File: src/rtl/txn_trk_pkg.sv
package txn_trk_pkg;

    typedef enum logic [1:0] {
        REQ_RD_SHARED = 2'd0,
        REQ_RD_EXCL   = 2'd1,
        REQ_DMA_RD    = 2'd2,
        REQ_DMA_WR    = 2'd3
    } req_kind_e;

    localparam logic [2:0] RSP_ACK     = 3'd0;
    localparam logic [2:0] RSP_ACK_SH  = 3'd1;
    localparam logic [2:0] RSP_DATA_SH = 3'd2;
    localparam logic [2:0] RSP_DATA    = 3'd3;
    localparam logic [2:0] RSP_DATA_EX = 3'd4;

    localparam logic [1:0] PSET_ONE  = 2'd0;
    localparam logic [1:0] PSET_ALL  = 2'd1;
    localparam logic [1:0] PSET_ZERO = 2'd2;

    localparam logic [1:0] EVT_NO_SHARERS = 2'd0;
    localparam logic [1:0] EVT_SHARED     = 2'd1;
    localparam logic [1:0] EVT_OWNED      = 2'd2;

    function automatic logic rsp_carries_data(logic [2:0] k);
        return (k == RSP_DATA_SH) || (k == RSP_DATA) || (k == RSP_DATA_EX);
    endfunction

    function automatic logic [1:0] classify(logic sharer, logic owner);
        if (sharer && owner) return EVT_OWNED;
        if (sharer)          return EVT_SHARED;
        return EVT_NO_SHARERS;
    endfunction

endpackage

File: src/rtl/trk_pend_next.sv
module trk_pend_next
    import txn_trk_pkg::*;
#(
    parameter int NUM_CACHES = 4,
    parameter int CNT_W      = 3
) (
    input  logic [CNT_W-1:0] pend_q,
    input  logic             busy_q,
    input  logic             filt_q,
    input  logic             dealloc,
    input  logic             alloc_take,
    input  logic             set_valid,
    input  logic [1:0]       set_sel,
    input  logic             rsp_take,
    output logic [CNT_W-1:0] pend_d,
    output logic             zero_hit
);
    localparam logic [CNT_W-1:0] ALL_CNT = CNT_W'(NUM_CACHES);

    always_comb begin
        pend_d = pend_q;
        if (dealloc) begin
            pend_d = '0;
        end else if (alloc_take) begin
            pend_d = ALL_CNT;
        end else if (set_valid && busy_q) begin
            case (set_sel)
                PSET_ONE:  pend_d = CNT_W'(1);
                PSET_ALL:  pend_d = ALL_CNT;
                PSET_ZERO: pend_d = filt_q ? '0 : pend_q;
                default:   pend_d = pend_q;
            endcase
        end else if (rsp_take) begin
            pend_d = pend_q - CNT_W'(1);
        end
        zero_hit = busy_q && !dealloc && (pend_q != '0) && (pend_d == '0);
    end
endmodule

File: src/rtl/trk_line_next.sv
module trk_line_next
    import txn_trk_pkg::*;
#(
    parameter int LINE_W = 64
) (
    input  logic              alloc_take,
    input  logic              rsp_take,
    input  logic [2:0]        rsp_kind,
    input  logic [LINE_W-1:0] rsp_data,
    input  logic              mem_take,
    input  logic [LINE_W-1:0] mem_data,
    input  logic [LINE_W-1:0] line_q,
    input  logic              dirty_q,
    input  logic              sharer_q,
    input  logic              owner_q,
    output logic [LINE_W-1:0] line_d,
    output logic              dirty_d,
    output logic              sharer_d,
    output logic              owner_d
);
    always_comb begin
        line_d   = line_q;
        dirty_d  = dirty_q;
        sharer_d = sharer_q;
        owner_d  = owner_q;
        if (alloc_take) begin
            line_d   = '0;
            dirty_d  = 1'b0;
            sharer_d = 1'b0;
            owner_d  = 1'b0;
        end else begin
            if (rsp_take && rsp_carries_data(rsp_kind)) begin
                line_d  = rsp_data;
                dirty_d = 1'b1;
            end else if (mem_take && !dirty_q) begin
                line_d = mem_data;
            end
            if (rsp_take && (rsp_kind == RSP_ACK_SH || rsp_kind == RSP_DATA_SH)) begin
                sharer_d = 1'b1;
            end
            if (rsp_take && rsp_kind == RSP_DATA_SH) begin
                owner_d = 1'b1;
            end
        end
    end
endmodule

File: src/rtl/trk_byte_merge.sv
module trk_byte_merge #(
    parameter int LINE_BYTES = 8,
    parameter int OFF_W      = 3,
    parameter int LEN_W      = 4
) (
    input  logic [8*LINE_BYTES-1:0] base,
    input  logic [8*LINE_BYTES-1:0] patch,
    input  logic [OFF_W-1:0]        off,
    input  logic [LEN_W-1:0]        len,
    output logic [8*LINE_BYTES-1:0] merged
);
    localparam int SUM_W = LEN_W + 1;

    logic [SUM_W-1:0] lo;
    logic [SUM_W-1:0] hi;
    assign lo = SUM_W'(off);
    assign hi = SUM_W'(off) + SUM_W'(len);

    for (genvar b = 0; b < LINE_BYTES; b++) begin : g_byte
        logic take;
        assign take = (SUM_W'(b) >= lo) && (SUM_W'(b) < hi);
        assign merged[8*b +: 8] = take ? patch[8*b +: 8] : base[8*b +: 8];
    end
endmodule

File: src/rtl/txn_ack_tracker.sv
module txn_ack_tracker
    import txn_trk_pkg::*;
#(
    parameter int ADDR_W     = 16,
    parameter int LINE_BYTES = 8,
    parameter int NUM_CACHES = 4,
    localparam int LINE_W    = 8 * LINE_BYTES,
    localparam int OFF_W     = $clog2(LINE_BYTES),
    localparam int LEN_W     = $clog2(LINE_BYTES + 1),
    localparam int CNT_W     = $clog2(NUM_CACHES + 1)
) (
    input  logic              clk_i,
    input  logic              rst_ni,
    input  logic              alloc_valid_i,
    input  logic [ADDR_W-1:0] alloc_addr_i,
    input  logic [1:0]        alloc_kind_i,
    input  logic              alloc_filt_i,
    input  logic [OFF_W-1:0]  alloc_off_i,
    input  logic [LEN_W-1:0]  alloc_len_i,
    input  logic [LINE_W-1:0] alloc_data_i,
    input  logic              dealloc_i,
    input  logic              pend_set_valid_i,
    input  logic [1:0]        pend_set_sel_i,
    input  logic              rsp_valid_i,
    input  logic [2:0]        rsp_kind_i,
    input  logic [LINE_W-1:0] rsp_data_i,
    input  logic              mem_valid_i,
    input  logic [LINE_W-1:0] mem_data_i,
    output logic              busy_o,
    output logic [CNT_W-1:0]  pend_o,
    output logic [LINE_W-1:0] line_o,
    output logic              dirty_o,
    output logic              err_o,
    output logic              evt_valid_o,
    output logic [ADDR_W-1:0] evt_addr_o,
    output logic [1:0]        evt_kind_o,
    output logic              wb_valid_o,
    output logic [LINE_W-1:0] wb_data_o,
    output logic              mem_rsp_valid_o,
    output logic [LINE_W-1:0] mem_rsp_data_o,
    output logic              mem_rsp_excl_o,
    output logic [CNT_W-1:0]  mem_rsp_acks_o
);

    typedef struct packed {
        logic              busy;
        logic [ADDR_W-1:0] addr;
        req_kind_e         kind;
        logic              filt;
        logic [OFF_W-1:0]  off;
        logic [LEN_W-1:0]  len;
        logic [LINE_W-1:0] dma;
        logic [CNT_W-1:0]  pend;
        logic [LINE_W-1:0] line;
        logic              dirty;
        logic              sharer;
        logic              owner;
        logic              err;
        logic              evt_valid;
        logic [1:0]        evt_kind;
        logic              wb_valid;
        logic [LINE_W-1:0] wb_data;
        logic              mem_rsp_valid;
        logic [LINE_W-1:0] mem_rsp_data;
    } state_t;

    state_t st_d, st_q;

    logic              alloc_take, rsp_take, mem_take, zero_hit;
    logic [CNT_W-1:0]  pend_nx;
    logic [LINE_W-1:0] line_nx, merged_nx;
    logic              dirty_nx, sharer_nx, owner_nx;

    assign alloc_take = alloc_valid_i && !st_q.busy && !dealloc_i;
    assign rsp_take   = rsp_valid_i && st_q.busy && (st_q.pend != '0);
    assign mem_take   = mem_valid_i && st_q.busy;

    trk_pend_next #(.NUM_CACHES(NUM_CACHES), .CNT_W(CNT_W)) u_pend (
        .pend_q    (st_q.pend),
        .busy_q    (st_q.busy),
        .filt_q    (st_q.filt),
        .dealloc   (dealloc_i),
        .alloc_take(alloc_take),
        .set_valid (pend_set_valid_i),
        .set_sel   (pend_set_sel_i),
        .rsp_take  (rsp_take),
        .pend_d    (pend_nx),
        .zero_hit  (zero_hit)
    );

    trk_line_next #(.LINE_W(LINE_W)) u_line (
        .alloc_take(alloc_take),
        .rsp_take  (rsp_take),
        .rsp_kind  (rsp_kind_i),
        .rsp_data  (rsp_data_i),
        .mem_take  (mem_take),
        .mem_data  (mem_data_i),
        .line_q    (st_q.line),
        .dirty_q   (st_q.dirty),
        .sharer_q  (st_q.sharer),
        .owner_q   (st_q.owner),
        .line_d    (line_nx),
        .dirty_d   (dirty_nx),
        .sharer_d  (sharer_nx),
        .owner_d   (owner_nx)
    );

    trk_byte_merge #(.LINE_BYTES(LINE_BYTES), .OFF_W(OFF_W), .LEN_W(LEN_W)) u_merge (
        .base  (line_nx),
        .patch (st_q.dma),
        .off   (st_q.off),
        .len   (st_q.len),
        .merged(merged_nx)
    );

    always_comb begin
        st_d = st_q;
        if (dealloc_i) begin
            st_d.busy = 1'b0;
        end else if (alloc_take) begin
            st_d.busy = 1'b1;
            st_d.addr = alloc_addr_i;
            st_d.kind = req_kind_e'(alloc_kind_i);
            st_d.filt = alloc_filt_i;
            st_d.off  = alloc_off_i;
            st_d.len  = alloc_len_i;
            st_d.dma  = alloc_data_i;
        end
        st_d.pend          = pend_nx;
        st_d.line          = line_nx;
        st_d.dirty         = dirty_nx;
        st_d.sharer        = sharer_nx;
        st_d.owner         = owner_nx;
        st_d.err           = st_q.err || (rsp_valid_i && !rsp_take);
        st_d.evt_valid     = zero_hit;
        st_d.evt_kind      = zero_hit ? classify(sharer_nx, owner_nx) : st_q.evt_kind;
        st_d.wb_valid      = zero_hit && (st_q.kind == REQ_DMA_WR);
        st_d.wb_data       = zero_hit ? merged_nx : st_q.wb_data;
        st_d.mem_rsp_valid = mem_take;
        st_d.mem_rsp_data  = mem_take ? mem_data_i : st_q.mem_rsp_data;
    end

    always_ff @(posedge clk_i) begin
        if (!rst_ni) st_q <= '0;
        else         st_q <= st_d;
    end

    assign busy_o          = st_q.busy;
    assign pend_o          = st_q.pend;
    assign line_o          = st_q.line;
    assign dirty_o         = st_q.dirty;
    assign err_o           = st_q.err;
    assign evt_valid_o     = st_q.evt_valid;
    assign evt_addr_o      = st_q.addr;
    assign evt_kind_o      = st_q.evt_kind;
    assign wb_valid_o      = st_q.wb_valid;
    assign wb_data_o       = st_q.wb_data;
    assign mem_rsp_valid_o = st_q.mem_rsp_valid;
    assign mem_rsp_data_o  = st_q.mem_rsp_data;
    assign mem_rsp_excl_o  = (st_q.kind != REQ_RD_SHARED);
    assign mem_rsp_acks_o  = st_q.filt ? CNT_W'(NUM_CACHES) : CNT_W'(1);

    AST_PEND_BOUND: assert property (@(posedge clk_i) disable iff (!rst_ni)
        pend_o <= CNT_W'(NUM_CACHES));
    AST_IDLE_ALLOC_LOADS: assert property (@(posedge clk_i) disable iff (!rst_ni)
        (!busy_o && alloc_valid_i && !dealloc_i) |=> (busy_o && pend_o == CNT_W'(NUM_CACHES)));
    AST_DEC_BY_ONE: assert property (@(posedge clk_i) disable iff (!rst_ni)
        (busy_o && rsp_valid_i && pend_o != '0 && !pend_set_valid_i && !dealloc_i)
        |=> (pend_o == $past(pend_o) - CNT_W'(1)));
    AST_EVT_SINGLE: assert property (@(posedge clk_i) disable iff (!rst_ni)
        evt_valid_o |=> !evt_valid_o);
    AST_DIRTY_HOLDS: assert property (@(posedge clk_i) disable iff (!rst_ni)
        (busy_o && dirty_o && !dealloc_i) |=> dirty_o);
    AST_MEM_FORWARD: assert property (@(posedge clk_i) disable iff (!rst_ni)
        (busy_o && mem_valid_i) |=> mem_rsp_valid_o);
    AST_WB_WITH_EVT: assert property (@(posedge clk_i) disable iff (!rst_ni)
        wb_valid_o |-> evt_valid_o);
    AST_ERR_STICKY: assert property (@(posedge clk_i) disable iff (!rst_ni)
        err_o |=> err_o);

endmodule

File: config.mk
export PLATFORM = sky130hd
export DESIGN_NAME = txn_ack_tracker
export DESIGN_NICKNAME = d
export VERILOG_FILES = /design/src/rtl/txn_trk_pkg.sv /design/src/rtl/trk_pend_next.sv /design/src/rtl/trk_line_next.sv /design/src/rtl/trk_byte_merge.sv /design/src/rtl/txn_ack_tracker.sv
export SDC_FILE = /design/constraint.sdc
export NUM_CORES = 1
export LEC_CHECK = 0
export BUFFER_PORTS_ARGS = -buffer_cell sky130_fd_sc_hd__buf_2
export CORE_MARGIN = 4
export CORE_UTILIZATION = 45
export DETAILED_ROUTE_END_ITERATION = 12
export GPL_ROUTABILITY_DRIVEN = 0
export PLACE_DENSITY = 0.73
export SYNTH_ARGS = -nofsm -noshare
export SYNTH_HDL_FRONTEND = slang
export SYNTH_SLANG_ARGS = --single-unit
File: constraint.sdc
create_clock -name clk_i -period 4.6 [get_ports clk_i]
set_input_delay 0.46 -clock clk_i [delete_from_list [all_inputs] [get_ports clk_i]]
set_output_delay 0.46 -clock clk_i [all_outputs]
set_load 0.05 [all_outputs]
; ---- After elaboration in Yosys (flattened, before gate mapping)
; Cells that the tools add are included.
[op_classes]
magnitude_cmp = 16
n_eq_ne = 7
bitwise_logic = 2
add_sub_neg = 2
n_reduce_logical = 39
mux = 29
[ops]
columns = cell, n
row1 = 64-bit two-way mux, 3
row2 = 8-bit two-way mux, 8
row3 = 1-bit logical AND, 24
row4 = 3-bit by 5-bit < comparator with 1-bit output (first input constant), 4
row5 = 3-bit two-way mux, 6
row6 = 3-bit greater-or-equal comparator (first input constant), 4
row7 = 1-bit by 5-bit < comparator with 1-bit output (first input constant), 2
row8 = 2-bit by 5-bit < comparator with 1-bit output (first input constant), 2
row9 = 3-bit one-hot mux with 3 select lines, 1
row10 = 2-bit two-way mux, 4
row11 = 1-bit two-way mux, 7
row12 = 3-bit by 2-bit equality test with 1-bit output (second input constant), 2
row13 = 1-bit by 3-bit greater-or-equal comparator with 1-bit output (first input constant), 2
row14 = 2-bit by 3-bit greater-or-equal comparator with 1-bit output (first input constant), 2
row15 = 3-bit by 4-bit adder with 5-bit output, 1
row16 = 2-bit equality test (second input constant), 2
row17 = 1-bit zero test, 4
row18 = 1-bit logical OR, 4
row19 = 2-bit OR reduction, 2
row20 = 3-bit by 1-bit equality test with 1-bit output (second input constant), 1
row21 = 3-bit equality test (second input constant), 1
row22 = 3-bit zero test, 1
row23 = 3-bit nonzero test, 1
row24 = 3-bit by 1-bit subtractor with 3-bit output (second input constant), 1
row25 = other kinds (5), 6
[totals]
inputBits = 230
regBits = 295
elab_cells = 114
out_inout_bits = 223

; ---- Longest topological paths before layout
; Gate-level depths: netlist (run 1).
[logic_depth]
depth_word = 10
depth_mapped = 11
depth_no_buf = 9

; ---- Hierarchy
; From an unflattened synthesis (run 1), not the netlist that was laid out.
[unflattened]
hier_cells = 1909
hier_area_um2 = 17010.1
[by_module_without_submodules]
columns = module, cells_each, seq_area_each_um2, instances, area_each_um2
row1 = txn_ack_tracker, 1280, 5905.7, 1, 12401.9
row2 = trk_line_next, 311, 0.0, 1, 2382.3
row3 = trk_byte_merge, 291, 0.0, 1, 2054.5
row4 = trk_pend_next, 27, 0.0, 1, 171.4

; ---- Least setup slack after synthesis (run 1)
; OpenSTA, ideal clock, no wires.
[synth_path]
kind = flip-flop to flip-flop
startpoint = register st_q[272] in the netlist's numbering
endpoint = register st_q (netlist bit wb_data_o[16])
period_less_slack_ps = 2326
arrival_time_ps = 2209
required_time_ps = 4483
setup_slack_ps = 2274
stages_incl_launch_ff = 10
setup_time_ps = 117
path_buffers = 1
cell_sequence = dfxtp_1 ha_1 fa_1 or4_1 o41ai_4 a221oi_2 buf_6 nand2_1 o31ai_1 a22o_1
[synth_between]
elab_chain_cells = 4
word_cells_on_any_way = 5
classes_between = 1 x add/sub / 2 x order compare / 1 x mux / 1 x reduce/logical
[synth_rtl]
columns = element, line
row1 = start: declaration, txn_ack_tracker.sv:67  ; state_t st_d, st_q;
row2 = start signal: assignment, txn_ack_tracker.sv:145  ; else st_q <= st_d;
row3 = 3-bit by 4-bit adder with 5-bit output, trk_byte_merge.sv:17  ; assign hi = SUM_W'(off) + SUM_W'(len);
row4 = 2-bit by 5-bit < comparator with 1-bit output, trk_byte_merge.sv:21  ; assign take = (SUM_W'(b) >= lo) && (SUM_W'(b) < hi);
row5 = 1-bit logical AND *, trk_byte_merge.sv:21
row6 = 8-bit two-way mux *, trk_byte_merge.sv:22  ; assign merged[8*b +: 8] = take ? patch[8*b +: 8] : base[8*b +: 8];
; Every way passes the cells marked *; elsewhere a longest branch is shown, timed or not.
; A chain may end at the register's enable or synchronous reset.

; ---- Worst setup path in the final report (run 1)
[layout_path]
startpoint = register st_q (netlist bit busy_o)
endpoint = register st_q (netlist bit wb_data_o[48])
[layout_between]
elab_chain_cells = 8
word_cells_on_any_way = 21
classes_between = 8 x mux / 13 x reduce/logical
[layout_rtl]
columns = element, line
row1 = 1-bit logical AND (2 in series), txn_ack_tracker.sv:75  ; assign rsp_take = rsp_valid_i && st_q.busy && (st_q.pend != '0);
row2 = 3-bit two-way mux, trk_pend_next.sv:33  ; end else if (rsp_take) begin
row3 = 3-bit two-way mux, trk_pend_next.sv:26  ; end else if (set_valid && busy_q) begin
row4 = 3-bit two-way mux, trk_pend_next.sv:24  ; end else if (alloc_take) begin
row5 = 3-bit two-way mux, trk_pend_next.sv:22  ; if (dealloc) begin
row6 = 3-bit zero test, trk_pend_next.sv:36  ; zero_hit = busy_q && !dealloc && (pend_q != '0) && (pend_d == '0);
row7 = 1-bit logical AND, trk_pend_next.sv:36
; Several ways; a longest one is shown, not always the timed one.

==> results of run 1 <==
critical path: stages (launching register included):
cell and delay [ns]:
sky130_fd_sc_hd__dfxtp_1 0.50, sky130_fd_sc_hd__or3_4 0.69, sky130_fd_sc_hd__nand3_1 0.17, sky130_fd_sc_hd__a22oi_1 0.16, sky130_fd_sc_hd__a31oi_4 0.91, sky130_fd_sc_hd__buf_12 0.30
sky130_fd_sc_hd__o2bb2ai_1 0.16
stage by stage:
stage / std cells / power, uW / hold WS, ns / setup slack, ns / util [%]
floorplan: 1584 / 3163 / 0.4267 / 2.274 / -
global placement: 2124 / 3346 / 0.4398 / 1.615 / 48.41
detailed placement: 2124 / 3355 / 0.4412 / 1.596 / 48.41
CTS: 2182 / 6049 / 0.1086 / 1.590 / 52.18
global route: 2183 / 6222 / 0.1239 / 1.301 / 52.19
finish: 2183 / 5999 / 0.1353 / 1.581 / 52.19
cell type report:
type,count,area [um2]
Tap cell,390,488.0
Clock inverter,11,192.7
Multi-Input combinational cell,960,5542
Fill cell,2798,14210
Inverter,12,50.05
Sequential cell,295,5906
Clock buffer,47,925.9
Timing Repair Buffer,467,2402
Antenna cell,1,2.502
cell families (layout without fill, tap and decap cells):
kind of cell | after synthesis | count (layout)
AND/OR/NAND/NOR | 508 | 508
buffers and inverters | 329 | 537
AO/OA/AOI/OAI | 322 | 322
flip-flops | 295 | 295
multiplexers | 121 | 121
adder cells (fa/ha/maj) | 6 | 6
XOR/XNOR | 2 | 2
other | 1 | 2
cells in the final DEF, fill, tap and decap left out, types with 7 or more instances in the layout:
cell type                   count
sky130_fd_sc_hd__buf_2        451
sky130_fd_sc_hd__nand2_1      348
sky130_fd_sc_hd__dfxtp_1      295
sky130_fd_sc_hd__a21oi_1      186
sky130_fd_sc_hd__nor2_1       102
sky130_fd_sc_hd__mux2i_1       89
sky130_fd_sc_hd__o2bb2ai_1     55
sky130_fd_sc_hd__mux2_2        32
sky130_fd_sc_hd__clkbuf_16     31
sky130_fd_sc_hd__o21ai_0       21
sky130_fd_sc_hd__a22oi_1       18
sky130_fd_sc_hd__nor2b_1       17
sky130_fd_sc_hd__buf_4         14
sky130_fd_sc_hd__nor3_1        11
sky130_fd_sc_hd__inv_1         10
sky130_fd_sc_hd__clkbuf_8       9
sky130_fd_sc_hd__o31a_1         8
sky130_fd_sc_hd__o31ai_1        8
sky130_fd_sc_hd__a22o_1         8
sky130_fd_sc_hd__clkbuf_1       7
path summary, 6_finish.rpt:
check / end / start / cells past startpoint / slack, ns
worst max-delay path: wb_data_o[48] / busy_o / 6 / 1.58
worst max register to register: wb_data_o[48] / busy_o / 6 / 1.58
worst min register to register: mem_rsp_data_o[2] / mem_rsp_data_o[2] / 2 / 0.45
worst min-delay path: st_q[274] / alloc_off_i[2] / 3 / 0.14
registers in the layout (all words and copies together), names as in the netlist:
register and flops:
busy_o 1, dirty_o 1, err_o 1, evt_addr_o 16, evt_kind_o 2, evt_valid_o 1, line_o 64, mem_rsp_data_o 64
mem_rsp_valid_o 1, pend_o 3, st_q 76, wb_data_o 64, wb_valid_o 1
metal layers:
metal / global-route usage (%) / up-vias / wire length [um]
met1: 28.05 / 5284 / 16170
li1: - / 5466 / -
met2: 38.61 / 481 / 19020
met4: 10.60 / 2 / 1969
met3: 4.988 / 121 / 3131
met5: 0 / - / 14
power by group through the flow:
stage | registers (uW) | clock network [uW] | logic [uW]
3_3_place_gp | 2710 | 0 | 636
5_1_grt | 2660 | 2860 | 698
4_1_cts | 2660 | 2750 | 646
2_1_floorplan | 2700 | 0 | 460
6_report | 2660 | 2700 | 645
3_5_place_dp | 2710 | 0 | 643
==> flow_results.xml, run 1 <==
<?xml version="1.0" encoding="UTF-8"?>
<metrics>
  <group name="power">
    <metric name="power.static_leakage" unit="uW">0.007088</metric>
    <metric name="p_sw_share" unit="%">25.11</metric>
    <metric name="vdd.ir_drop.worst" unit="mV">0.2507</metric>
    <metric name="sequentialPowerShare" unit="%">44.3</metric>
    <metric name="switchingPower" unit="uW">1506</metric>
    <metric name="p_int" unit="uW">4493</metric>
    <metric name="share_clk_of_total_power" unit="%">45.0</metric>
    <metric name="pwr-share-comb" unit="%">10.7</metric>
    <metric name="power_per_cell_area" unit="mW/mm2">386.8</metric>
  </group>
  <group name="worst_setup_path">
    <metric name="criticalPathCategory" unit="">register to register</metric>
    <metric name="critPathLaunchType" unit="">register</metric>
    <metric name="crit_arrival" unit="ns">3.49</metric>
    <metric name="cp_data_required_time" unit="ns">5.07</metric>
    <metric name="worst_setup_path_end_kind" unit="">register</metric>
    <metric name="worst-path-max-fanout" unit="">44</metric>
  </group>
  <group name="clock_tree">
    <metric name="clock_path_buffers" unit="">3</metric>
    <metric name="cts_htree_levels" unit="">1</metric>
    <metric name="tritoncts" unit="">done</metric>
    <metric name="cts-resized-gates" unit="">0</metric>
    <metric name="cts.root.buffer_cell" unit="">sky130_fd_sc_hd__clkbuf_16</metric>
    <metric name="worstSkewPairLatency" unit="ns">0.56</metric>
    <metric name="cts_sinks" unit="">295</metric>
    <metric name="hold_buffers" unit="">0</metric>
    <metric name="cts_inserted_buffers" unit="">31</metric>
    <metric name="postCtsSetupBuffers" unit="">0</metric>
    <metric name="path_clk_slew" unit="ns">0.06</metric>
  </group>
  <group name="timing">
    <metric name="maxSlewViolCount" unit="">0</metric>
    <metric name="final_skew" unit="ns">0.01341</metric>
    <metric name="setup_tns" unit="ns">0</metric>
    <metric name="hold_viol_final" unit="">0</metric>
    <metric name="fmax" unit="MHz">331.2</metric>
    <metric name="period_share" unit="%">65.64</metric>
    <metric name="final-setup-viol-count" unit="">0</metric>
    <metric name="rsz_0062_raised_after_global_routing" unit="">false</metric>
    <metric name="period_minus_slack" unit="ns">3.019</metric>
    <metric name="slew-limit-headroom" unit="%">23.04</metric>
    <metric name="timing_worst_slew_pin_value" unit="ns">1.154</metric>
  </group>
  <group name="synth">
    <metric name="synth.top_cell.area_share" unit="%">43.53</metric>
    <metric name="yosys-mux-area-fraction" unit="%">9.223</metric>
    <metric name="edff_count_synth" unit="">0</metric>
    <metric name="syn_avg_cell_area" unit="um2">8.564</metric>
    <metric name="synth_top_flop_cell" unit="">sky130_fd_sc_hd__dfxtp_1</metric>
    <metric name="synth_top_family_by_area" unit="">buffers and inverters</metric>
    <metric name="netlist_instances" unit="">1584</metric>
    <metric name="yosys.area_share.simple" unit="%">15.17</metric>
    <metric name="seq_area_frac_synth" unit="%">43.53</metric>
    <metric name="synth.top_cells.by_count" unit="">350 x sky130_fd_sc_hd__nand2_1, 295 x sky130_fd_sc_hd__dfxtp_1, 222 x sky130_fd_sc_hd__buf_4, 186 x sky130_fd_sc_hd__a21oi_1, 102 x sky130_fd_sc_hd__nor2_1</metric>
    <metric name="synth_xor_xnor_area_share" unit="%">0.1291</metric>
    <metric name="synth.ff_latch_count" unit="">295</metric>
    <metric name="yosys_warnings" unit="">0</metric>
    <metric name="post_synth_instance_area" unit="mm2">0.01357</metric>
    <metric name="synth_cell_types" unit="">55</metric>
    <metric name="synth_most_common_cell" unit="">sky130_fd_sc_hd__nand2_1</metric>
    <metric name="synth_compound_area_share" unit="%">15.33</metric>
    <metric name="synth_largest_area_cell" unit="">sky130_fd_sc_hd__dfxtp_1</metric>
    <metric name="leading_post_synthesis_cells_by_cell_area" unit="">sky130_fd_sc_hd__dfxtp_1 44%, sky130_fd_sc_hd__buf_4 12%, sky130_fd_sc_hd__nand2_1 9.7%</metric>
    <metric name="synth_adder_area_share" unit="%">0.6087</metric>
    <metric name="synth.net_count" unit="">1820</metric>
    <metric name="asyncSetResetFlopFracSynth" unit="%">0</metric>
  </group>
  <group name="route">
    <metric name="routed-via-count" unit="">11354</metric>
    <metric name="dr_pass1_iterations" unit="">5</metric>
    <metric name="drt.antenna.violating_nets" unit="">0</metric>
    <metric name="drcViolationCount" unit="">0</metric>
    <metric name="route.detailed.vias_per_inst" unit="">5.201</metric>
    <metric name="detail_route.iter0.violations" unit="">670</metric>
    <metric name="route.detailed.wl_per_inst" unit="um">18.46</metric>
    <metric name="routed_wl" unit="um">40310</metric>
  </group>
  <group name="layout">
    <metric name="syn2layout_area_growth" unit="%">14.32</metric>
    <metric name="fin_area" unit="mm2">0.01551</metric>
    <metric name="ratio_of_cells_with_drive_above_1_in_the_final_layout" unit="%">32.03</metric>
    <metric name="num-nets-final" unit="">2003</metric>
  </group>
  <group name="grt">
    <metric name="global_route.overflow_total" unit="">0</metric>
    <metric name="grt_start_max_net_pins" unit="">92</metric>
    <metric name="number_of_antenna_violations_at_the_first_check_in_global_routing" unit="">2</metric>
    <metric name="grt.total_usage" unit="%">22.93</metric>
    <metric name="grt_pass1_wl" unit="um">61410</metric>
    <metric name="number_of_global_route_vias_before_repair" unit="">11250</metric>
  </group>
  <group name="place">
    <metric name="number_of_port_buffers" unit="">451</metric>
    <metric name="place.detailed.hpwl" unit="um">29170</metric>
    <metric name="post_place_instance_area" unit="mm2">0.01439</metric>
  </group>
  <group name="floorplan">
    <metric name="std_cell_rows" unit="">63</metric>
    <metric name="initial_standard_cell_utilization_of_the_core" unit="%">45.65</metric>
    <metric name="ports_placed_on_the_boundary" unit="">453</metric>
    <metric name="die-height" unit="um">181.6</metric>
    <metric name="core-area" unit="mm2">0.02972</metric>
    <metric name="dieWidth" unit="um">181.6</metric>
    <metric name="dieArea" unit="mm2">0.03299</metric>
  </group>
  <group name="run">
    <metric name="max_cap_viol_count" unit="">0</metric>
  </group>
  <group name="min_path">
    <metric name="holdCritPathClass" unit="">input port to register</metric>
  </group>
  <group name="run_status">
    <metric name="run_status" unit="">completed</metric>
  </group>
</metrics>
(Power assumes the default switching activity.)
==> run 2: changes to the inputs <==
- ABC_AREA: default -> 1
- PLACE_DENSITY: 0.73 -> 0.72
- clock period: 4.6 -> 2.9 ns (I/O delays scaled with it)
==> run 2 against run 1 <==
Non-clock buffer count rose by 30. Synthesized area grew 5.1%. Setup slack worse by 1.3 ns. Maximum frequency up 16%. Global-route usage is 3.4 points higher. Clock power rose by 65%. Critical path type unchanged. Largest power group unchanged. Critical endpoint is now wb_data_o[23].
==> flow_results.xml, run 2 <==
<?xml version="1.0" encoding="UTF-8"?>
<metrics>
  <group name="floorplan">
    <metric name="initial_standard_cell_utilization_of_the_core" unit="%">46.11</metric>
    <metric name="die-height" unit="um">186.0</metric>
    <metric name="ports_placed_on_the_boundary" unit="">453</metric>
    <metric name="dieWidth" unit="um">186.0</metric>
    <metric name="dieArea" unit="mm2">0.03458</metric>
    <metric name="std_cell_rows" unit="">64</metric>
    <metric name="core-area" unit="mm2">0.03091</metric>
  </group>
  <group name="clock_tree">
    <metric name="cts_htree_levels" unit="">2</metric>
    <metric name="cts-resized-gates" unit="">0</metric>
    <metric name="tritoncts" unit="">done</metric>
    <metric name="worstSkewPairLatency" unit="ns">0.51</metric>
    <metric name="cts.root.buffer_cell" unit="">sky130_fd_sc_hd__clkbuf_16</metric>
    <metric name="path_clk_slew" unit="ns">0.06</metric>
    <metric name="clock_path_buffers" unit="">3</metric>
    <metric name="cts_sinks" unit="">295</metric>
    <metric name="cts_inserted_buffers" unit="">35</metric>
  </group>
  <group name="timing">
    <metric name="period_share" unit="%">89.61</metric>
    <metric name="hold_viol_final" unit="">0</metric>
    <metric name="maxSlewViolCount" unit="">0</metric>
    <metric name="rsz_0062_raised_after_global_routing" unit="">false</metric>
    <metric name="setup_tns" unit="ns">0</metric>
    <metric name="final-setup-viol-count" unit="">0</metric>
    <metric name="fmax" unit="MHz">384.8</metric>
    <metric name="timing_worst_slew_pin_value" unit="ns">0.9782</metric>
    <metric name="slew-limit-headroom" unit="%">34.79</metric>
    <metric name="final_skew" unit="ns">0.01744</metric>
    <metric name="period_minus_slack" unit="ns">2.599</metric>
  </group>
  <group name="synth">
    <metric name="synth_top_flop_cell" unit="">sky130_fd_sc_hd__dfxtp_1</metric>
    <metric name="synth_largest_area_cell" unit="">sky130_fd_sc_hd__dfxtp_1</metric>
    <metric name="synth.top_cells.by_count" unit="">440 x sky130_fd_sc_hd__nor2_1, 379 x sky130_fd_sc_hd__nand2_1, 295 x sky130_fd_sc_hd__dfxtp_1, 222 x sky130_fd_sc_hd__buf_4, 218 x sky130_fd_sc_hd__o21ai_0</metric>
    <metric name="seq_area_frac_synth" unit="%">41.44</metric>
    <metric name="asyncSetResetFlopFracSynth" unit="%">0</metric>
    <metric name="netlist_instances" unit="">2083</metric>
    <metric name="syn_avg_cell_area" unit="um2">6.842</metric>
    <metric name="synth.top_cell.area_share" unit="%">41.44</metric>
    <metric name="yosys_warnings" unit="">0</metric>
    <metric name="synth.ff_latch_count" unit="">295</metric>
    <metric name="leading_post_synthesis_cells_by_cell_area" unit="">sky130_fd_sc_hd__dfxtp_1 41%, sky130_fd_sc_hd__buf_4 12%, sky130_fd_sc_hd__nor2_1 12%</metric>
    <metric name="synth_cell_types" unit="">33</metric>
    <metric name="edff_count_synth" unit="">0</metric>
    <metric name="synth_most_common_cell" unit="">sky130_fd_sc_hd__nor2_1</metric>
    <metric name="synth.net_count" unit="">2319</metric>
    <metric name="post_synth_instance_area" unit="mm2">0.01425</metric>
  </group>
  <group name="grt">
    <metric name="number_of_global_route_vias_before_repair" unit="">12542</metric>
    <metric name="grt_start_max_net_pins" unit="">110</metric>
    <metric name="grt.total_usage" unit="%">26.33</metric>
    <metric name="number_of_antenna_violations_at_the_first_check_in_global_routing" unit="">11</metric>
    <metric name="grt_pass1_wl" unit="um">71150</metric>
    <metric name="global_route.overflow_total" unit="">0</metric>
  </group>
  <group name="layout">
    <metric name="ratio_of_cells_with_drive_above_1_in_the_final_layout" unit="%">24.04</metric>
    <metric name="most_frequent_cells_in_the_layout" unit="">450 x sky130_fd_sc_hd__buf_2, 440 x sky130_fd_sc_hd__nor2_1, 379 x sky130_fd_sc_hd__nand2_1</metric>
    <metric name="num-nets-final" unit="">2522</metric>
    <metric name="utilization" unit="%">53.53</metric>
    <metric name="n_fill_cell" unit="">3079</metric>
    <metric name="final_common_cell" unit="">sky130_fd_sc_hd__buf_2</metric>
    <metric name="final-instance-count-excl-fill" unit="">2715</metric>
    <metric name="largest_register" unit="">st_q</metric>
    <metric name="syn2layout_area_growth" unit="%">16.11</metric>
    <metric name="largest_reg_flops" unit="">76</metric>
  </group>
  <group name="worst_setup_path">
    <metric name="worst-path-max-fanout" unit="">9</metric>
    <metric name="worstPathBufferInverterCount" unit="">1</metric>
    <metric name="cpMaxStageDelayCell" unit="">sky130_fd_sc_hd__fa_1</metric>
    <metric name="critPathLaunchType" unit="">register</metric>
    <metric name="crit_path_frequent_cell" unit="">sky130_fd_sc_hd__nand2_1</metric>
    <metric name="reg2reg_from" unit="">st_q[272]</metric>
    <metric name="rr_endpoint" unit="">wb_data_o[23]</metric>
    <metric name="crit_chain" unit="">ha_1, fa_1, inv_1, nand2_1, nand3_1, nand2_1, nor2_2, nand3_1, nand2_1, nand2_1, nand2_1, nor2_1, nor2_1</metric>
    <metric name="worst_setup_path_end_kind" unit="">register</metric>
    <metric name="crit_arrival" unit="ns">3.03</metric>
    <metric name="ff2ff_setup_slack" unit="ns">0.30</metric>
    <metric name="critical-path-top-delay-family" unit="">simple AND/OR/NAND/NOR gates</metric>
    <metric name="cpPeakStageDelay" unit="ns">0.41</metric>
    <metric name="criticalPathCategory" unit="">register to register</metric>
    <metric name="cp_data_required_time" unit="ns">3.34</metric>
    <metric name="timing.reg2reg.worst_path_depth" unit="">13</metric>
  </group>
  <group name="place">
    <metric name="numPlacedInstances" unit="">2626</metric>
    <metric name="place.detailed.hpwl" unit="um">36210</metric>
    <metric name="number_of_port_buffers" unit="">451</metric>
  </group>
  <group name="route">
    <metric name="routed_wl" unit="um">48610</metric>
    <metric name="route.detailed.vias_per_inst" unit="">5.042</metric>
    <metric name="dr_pass1_iterations" unit="">6</metric>
    <metric name="dr_wl_met2" unit="um">21170</metric>
    <metric name="wire_length_on_met1" unit="um">20680</metric>
    <metric name="route.detailed.wl_per_inst" unit="um">17.90</metric>
    <metric name="met3_wl_post_dr" unit="um">5013</metric>
    <metric name="detail_route.iter0.violations" unit="">1106</metric>
    <metric name="drcViolationCount" unit="">0</metric>
    <metric name="drt.antenna.violating_nets" unit="">0</metric>
    <metric name="routed.top_layer" unit="">met5</metric>
    <metric name="routed-via-count" unit="">13689</metric>
  </group>
  <group name="min_path">
    <metric name="worst_hold_path.num_cells" unit="">3</metric>
    <metric name="holdCritPathClass" unit="">input port to register</metric>
    <metric name="hp-start" unit="">alloc_data_i[62]</metric>
    <metric name="timing.hold.worst_endpoint" unit="">st_q[266]</metric>
  </group>
  <group name="run">
    <metric name="max_cap_viol_count" unit="">0</metric>
  </group>
  <group name="power">
    <metric name="overall_power_consumption" unit="uW">10070</metric>
    <metric name="power.static_leakage" unit="uW">0.008533</metric>
    <metric name="vdd.ir_drop.worst" unit="mV">0.3185</metric>
    <metric name="power_per_cell_area" unit="mW/mm2">608.3</metric>
  </group>
  <group name="run_status">
    <metric name="run_status" unit="">completed</metric>
  </group>
</metrics>
[run 2: routing by layer]
layer	track usage (%)	vias up
met4	10.46	4
li1	-	6808
met1	35.87	6168
met5	0	-
met3	7.055	102
met2	39.79	607
[run 2: metrics by stage]
step / hold WS (ns) / area (um2) / setup WS [ns]
after CTS: 0.0003779 / 16520 / 0.3604
after global routing: 0.01477 / 16540 / 0.07068
final: 0.01328 / 16550 / 0.3013
after global placement: 0.4319 / 15160 / 0.4548
after floorplan: 0.3693 / 14250 / 0.7762
after detailed placement: 0.4321 / 15160 / 0.3676
[run 2: how the worst max path moves through the flow]
| stage | start | endpoint | slack, ns | cells after the start |
|---|---|---|---|---|
| 2_1_floorplan | st_q[268] | wb_data_o[6] | 0.78 | 12 |
| 3_3_place_gp | st_q[272] | wb_data_o[6] | 0.45 | 12 |
| 3_5_place_dp | st_q[272] | wb_data_o[1] | 0.37 | 12 |
| 4_1_cts | st_q[272] | wb_data_o[1] | 0.36 | 12 |
| 5_1_grt | st_q[272] | wb_data_o[7] | 0.07 | 12 |
| 6_report | st_q[272] | wb_data_o[23] | 0.30 | 13 |
[run 2: report_power, final]
| group | internal, uW | switching (uW) | leakage, uW |
|---|---|---|---|
| registers | 4200 | 90.1 | 0.00240 |
| clock network | 2730 | 1720 | 0.000576 |
| logic | 387 | 933 | 0.00556 |
[run 2: worst min-delay path, stage by stage]
cell and delay, ns:
sky130_fd_sc_hd__buf_2 0.07, sky130_fd_sc_hd__nor2_1 0.03, sky130_fd_sc_hd__nor2_1 0.08
[run 2: logic make-up (layout without fill, tap and decap cells)]
family,after synthesis,in the layout,synth area share [%]
simple gates,999,999,28.19
other cells,1,11,0.02631
buf+inv,448,674,17.93
compound gates,334,334,11.84
fa+ha+maj,6,6,0.5795
flops,295,295,41.44
[run 2: area by class of cell]
type                    count  area (um2)  share of cell area (%)
flip-flops and latches    295        5906                   35.69
multi-input cells        1340        5814                   35.14
repair buffers            497        2694                   16.28
clock buffers              52        1072                   6.480
well taps                 396       495.5                   2.994
inverters                 117       444.2                   2.684
clock inverters             8       96.34                  0.5822
diodes                     10       25.02                  0.1512
[run 2: what timing repair did]
action | in CTS | in global routing
setup buffers | 0 | 0
hold endpoints to repair | 19 | 0
hold buffers | 19 | 0
